## config.mk

```make
export PLATFORM = sky130hd
export DESIGN_NAME = tmr_ccu
export DESIGN_NICKNAME = d
export VERILOG_FILES = /design/src/rtl/tmr_ccu.sv
export SDC_FILE = /design/constraint.sdc
export NUM_CORES = 1
export LEC_CHECK = 0
export ABC_AREA = 1
export BUFFER_PORTS_ARGS = -buffer_cell sky130_fd_sc_hd__buf_4
export CORE_MARGIN = 2
export CORE_UTILIZATION = 31
export CTS_CLUSTER_DIAMETER = 120
export CTS_CLUSTER_SIZE = 20
export DETAILED_ROUTE_END_ITERATION = 12
export HOLD_SLACK_MARGIN = 0.06
export PLACE_DENSITY = 0.56
export SLEW_MARGIN = 10
export SYNTH_ARGS = -nofsm -noshare
export SYNTH_HDL_FRONTEND = slang
export SYNTH_SLANG_ARGS = --single-unit
```

## constraint.sdc

```tcl
create_clock -name clk -period 2.2 [get_ports clk]
set_input_delay 0 -clock clk [delete_from_list [all_inputs] [get_ports clk]]
set_output_delay 0 -clock clk [all_outputs]
set_load 0.01 [all_outputs]
```

## src/rtl/tmr_ccu.sv

```systemverilog
module tmr_ccu #(
  parameter int W = 16
) (
  input  logic         clk,
  input  logic         rst_n,
  input  logic         wr_en,
  input  logic [2:0]   addr,
  input  logic [W-1:0] wdata,
  output logic [W-1:0] rdata,
  input  logic         cap_pin,
  output logic         ch_out,
  output logic         irq,
  output logic         dma_req
);
  localparam int CFG_W = 9;

  logic             run_q, restart_q;
  logic [W-1:0]     arr_q, cnt_q, cv_q;
  logic [CFG_W-1:0] cfg_q;
  logic             flag_q, ovf_q, dma_q;
  logic             s1_q, s2_q, s3_q;

  wire in_mode = |cfg_q[1:0];
  wire pol_a   = cfg_q[2];
  wire pol_b   = cfg_q[3];
  wire ch_en   = cfg_q[4];
  wire [1:0] ref_mode = cfg_q[6:5];
  wire int_en  = cfg_q[7];
  wire dma_en  = cfg_q[8];

  wire rise = s2_q & ~s3_q;
  wire fall = ~s2_q & s3_q;
  wire hit  = pol_a ? (pol_b ? (rise | fall) : fall) : rise;
  wire cap  = ch_en & in_mode & hit;

  wire wr_ctrl = wr_en && addr == 3'd0;
  wire wr_arr  = wr_en && addr == 3'd1;
  wire wr_cfg  = wr_en && addr == 3'd2;
  wire wr_stat = wr_en && addr == 3'd3;
  wire wr_cv   = wr_en && addr == 3'd4;
  wire wr_cnt  = wr_en && addr == 3'd5;
  wire wr_gen  = wr_en && addr == 3'd6;

  always_ff @(posedge clk or negedge rst_n) begin
    if (!rst_n) begin
      s1_q <= 1'b0; s2_q <= 1'b0; s3_q <= 1'b0;
    end else begin
      s1_q <= cap_pin; s2_q <= s1_q; s3_q <= s2_q;
    end
  end

  always_ff @(posedge clk or negedge rst_n) begin
    if (!rst_n) begin
      run_q <= 1'b0; restart_q <= 1'b0;
      arr_q <= '1;
      cfg_q <= '0;
    end else begin
      if (wr_ctrl) begin
        run_q     <= wdata[0];
        restart_q <= wdata[1];
      end
      if (wr_arr) arr_q <= wdata;
      if (wr_cfg) cfg_q <= wdata[CFG_W-1:0];
    end
  end

  always_ff @(posedge clk or negedge rst_n) begin
    if (!rst_n)                  cnt_q <= '0;
    else if (wr_cnt)             cnt_q <= wdata;
    else if (cap && restart_q)   cnt_q <= '0;
    else if (run_q)              cnt_q <= (cnt_q == arr_q) ? '0 : cnt_q + 1'b1;
  end

  always_ff @(posedge clk or negedge rst_n) begin
    if (!rst_n)                  cv_q <= '0;
    else if (cap)                cv_q <= cnt_q;
    else if (wr_cv && !in_mode)  cv_q <= wdata;
  end

  always_ff @(posedge clk or negedge rst_n) begin
    if (!rst_n) begin
      flag_q <= 1'b0; ovf_q <= 1'b0; dma_q <= 1'b0;
    end else begin
      if (cap || (wr_gen && wdata[0])) flag_q <= 1'b1;
      else if (wr_stat)                flag_q <= flag_q & wdata[0];
      if (cap && flag_q)               ovf_q <= 1'b1;
      else if (wr_stat)                ovf_q <= ovf_q & wdata[1];
      dma_q <= cap & dma_en;
    end
  end

  logic ref_lvl;
  always_comb begin
    case (ref_mode)
      2'd1:    ref_lvl = (cnt_q == cv_q);
      2'd2:    ref_lvl = (cnt_q <  cv_q);
      2'd3:    ref_lvl = (cnt_q >  cv_q);
      default: ref_lvl = 1'b0;
    endcase
  end

  assign ch_out  = ~in_mode & ch_en & (ref_lvl ^ pol_a);
  assign irq     = flag_q & int_en;
  assign dma_req = dma_q;

  always_comb begin
    case (addr)
      3'd0:    rdata = {{(W-2){1'b0}}, restart_q, run_q};
      3'd1:    rdata = arr_q;
      3'd2:    rdata = {{(W-CFG_W){1'b0}}, cfg_q};
      3'd3:    rdata = {{(W-2){1'b0}}, ovf_q, flag_q};
      3'd4:    rdata = cv_q;
      3'd5:    rdata = cnt_q;
      default: rdata = '0;
    endcase
  end
endmodule


```

==> metrics.yaml <==
clock_tree:
  numCtsBuffers: 9
  path_clk_slew_ns: 0.06
  clk-insertion-delay-late_ns: 0.35
  cts_buffer_depth: 2
  cts_tree: "built"
  root_buffer: "clkbuf_16"
  cts.sink_count: 65
  htreeDepth: 3
logic_synthesis:
  yosysSeqAreaShare_pct: 39.1
  synthDistinctLibCells: 36
  syn_avg_cell_area_um2: 7.54
  synth_cells: 558
  synth_nets: 600
  synth_warnings: 0
  synth_edf_count: 0
  syn_area_um2: 4210
  ys_seq_elements: 65
  ys_async_sr_fraction_pct: 100
  synth_ff_type: "dfrtp_1"
global_routing:
  gr-usage-all-layers_pct: 18.9
  grt_pass1_vias: 3960
  gr-total-overflow: 0
  grt_pass1_wl_mm: 21.3
  grt_start_max_net_pins: 66
  antenna_found_initial: 0
finish:
  layout_commonest_cell: "nand2_1"
  area_delta_synth_final_pct: 24.0
  fin_nets: 660
  drive_gt1_share_pct: 17.0
  final_util_pct: 39.4
  final_cell_mix: "122 x nand2_1, 68 x inv_1, 62 x nor2_1, 55 x buf_4, 42 x dfrtp_1"
  antenna_cells: 0
worst_setup_path:
  critical_path.top_delay_family: "simple AND/OR/NAND/NOR gates"
  cp_slowest_cell: "dfrtp_2"
  crit_arrival_ns: 2.11
  cp.required_ns: 2.20
  slowest_delay_ns: 0.47
  worst-path-buf-inv: 1
  crit_path_end_kind: "output pin"
  r2r_slack_ns: 0.35
  worst-path-max-fanout: 8
  path_class: "flop to output pin"
  start_kind: "flop"
  worstPathCellList: "ha_1, nand4_1, nor3_2, nand4_1, nand2_1, nand2_1, a21oi_2, buf_4"
pwr:
  power_switching_share_pct: 41.5
  power.density_nw_per_um2: 1190
  combPwrFrac_pct: 42.5
  p_seq_share_pct: 34.1
  p_leak_nw: 2.49
  power_w: 0.00621
  netSwitchingPower_w: 0.00258
  clock_power_share_pct: 23.4
  internal_power_w: 0.00363
  ir_drop_mv: 0.535
routing:
  routed-wl-met3_um: 645
  dr.max_layer_used: "met4"
  drtIter0Drc: 327
  wl_met1_mm: 5.94
  vias: 4096
  met2_length_mm: 6.13
  via_per_inst: 5.13
  routed_wl_mm: 13.0
  ant_nets: 0
  dr.pass1.iters: 5
  wl_per_cell_um: 16.3
  drc: 0
timing:
  slew_violations: 0
  tns_ns: 0
  fmax_mhz: 474
  worstMarginPinSlew_ns: 0.880
  setup_slack_ns: 0.0923
  finalSetupViolations: 0
  finClkSkew_ns: 0.00913
  hold_slack_ns: 0.0731
  hold_viol: 0
  relSlewSlack_pct: 41.3
  timing.final.crit_share_pct: 95.8
  rsz0062_at_grt: "no"
  final.min_clock_period_ns: 2.11
placed_design:
  hpwlAfterDp_mm: 9.11
  place_ws_ns: 0.361
  numPortBuffers: 41
  gp_congestion: 0.933
outcome:
  status: "finished clean"
die:
  coreArea_um2: 13200
  die_area_um2: 14500
  die_height_um: 121
  io_pins: 42
  initial_utilization_pct: 31.8
  rows: 42
  die_x_um: 121
hold_path:
  hold_path_class: "input pin to flop"
flow_run:
  maxCapViolCount: 0
## synth_stat cells, drive strengths merged (7+ instances only)
cell type / instances / share of area, %
nand2: 126 / 12
dfstp: 16 / 10
a21oi: 41 / 4.9
o21ai: 36 / 4.3
o221ai: 18 / 3.7
dfrtp: 49 / 29
nand3: 33 / 3.9
nor2: 65 / 6.3
nand4: 7 / 1.2
buf: 18 / 2.3
o22ai: 7 / 1.0
xor2: 14 / 2.9
xnor2: 10 / 2.1
clkbuf: 7 / 0.68
ha: 19 / 5.6
inv: 70 / 6.2
## area by class of cell
type	count	area (µm²)
clock inverters	7	71.3
clock buffers	9	225
flip-flops and latches	65	1660
multi-input cells	395	2170
fillers	1379	8030
well taps	176	220
inverters	73	274
repair buffers	74	603
## stage by stage
| stage | instances | instance area, µm² |
|---|---|---|
| floorplan | 558 | 4210 |
| global placement | 761 | 4690 |
| detailed placement | 761 | 4690 |
| CTS | 796 | 5180 |
| global route | 799 | 5220 |
| finish | 799 | 5220 |
## path summary, 6_finish.rpt
path / from / to / cells past startpoint
worst max-delay path: cnt_q[11] / ch_out / 8
worst min-delay path: wr_en / restart_q / 3
worst min register to register: s1_q / s2_q / 0
max in group asynchronous: rst_n / cnt_q[15] / 2
min in group asynchronous: rst_n / flag_q / 2
worst max register to register: s2_q / flag_q / 8
## sequential cells by signal, indices dropped and copies added (netlist names)
signal	cells
arr_q	16
cfg_q	9
cnt_q	16
cv_q	16
dma_req	1
flag_q	1
ovf_q	1
restart_q	1
run_q	1
s1_q	1
s2_q	1
s3_q	1
## power by group through the flow
stage,clock network (W),logic (W),registers (W)
2_1_floorplan,0,0.00202,0.00188
3_3_place_gp,0,0.00248,0.00210
3_5_place_dp,0,0.00253,0.00213
4_1_cts,0.00147,0.00258,0.00211
5_1_grt,0.00153,0.00303,0.00218
6_report,0.00146,0.00264,0.00212
## worst register-to-register path: cells and delay by family, from the launching register on
kind	cells	cell delay (ns)
AOI/OAI and AO/OA	1	0.08
adders and majority gates	1	0.27
buffers and inverters	2	0.63
DFF	1	0.38
and+or+nand+nor	4	0.39
## per-layer routing
metal  vias up  track usage, %
li1       1964               -
met3        24            3.63
met5         -               0
met1      1995            25.3
met2       113            30.4
met4         0            6.54
## timing repair
| action | CTS | global route |
|---|---|---|
| endpoints found under the setup margin | 1 | 1 |
| endpoints found under the hold margin | 88 | 0 |
| setup buffers | 0 | 3 |
| gates cloned | 0 | 0 |
| gates resized for setup | 1 | 8 |
| hold buffers | 19 | 0 |
## cells by family (layout without fill, tap and decap cells)
| logic type | count (synthesis) | count (layout) | synth area share (%) |
|---|---|---|---|
| simple gates | 235 | 235 | 23.7 |
| compound gates | 117 | 117 | 17.0 |
| buf+inv | 98 | 163 | 9.55 |
| flops | 65 | 65 | 39.1 |
| xor+xnor | 24 | 24 | 5.00 |
| fa+ha+maj | 19 | 19 | 5.65 |
Note: power is estimated with default switching activity, not from simulation.
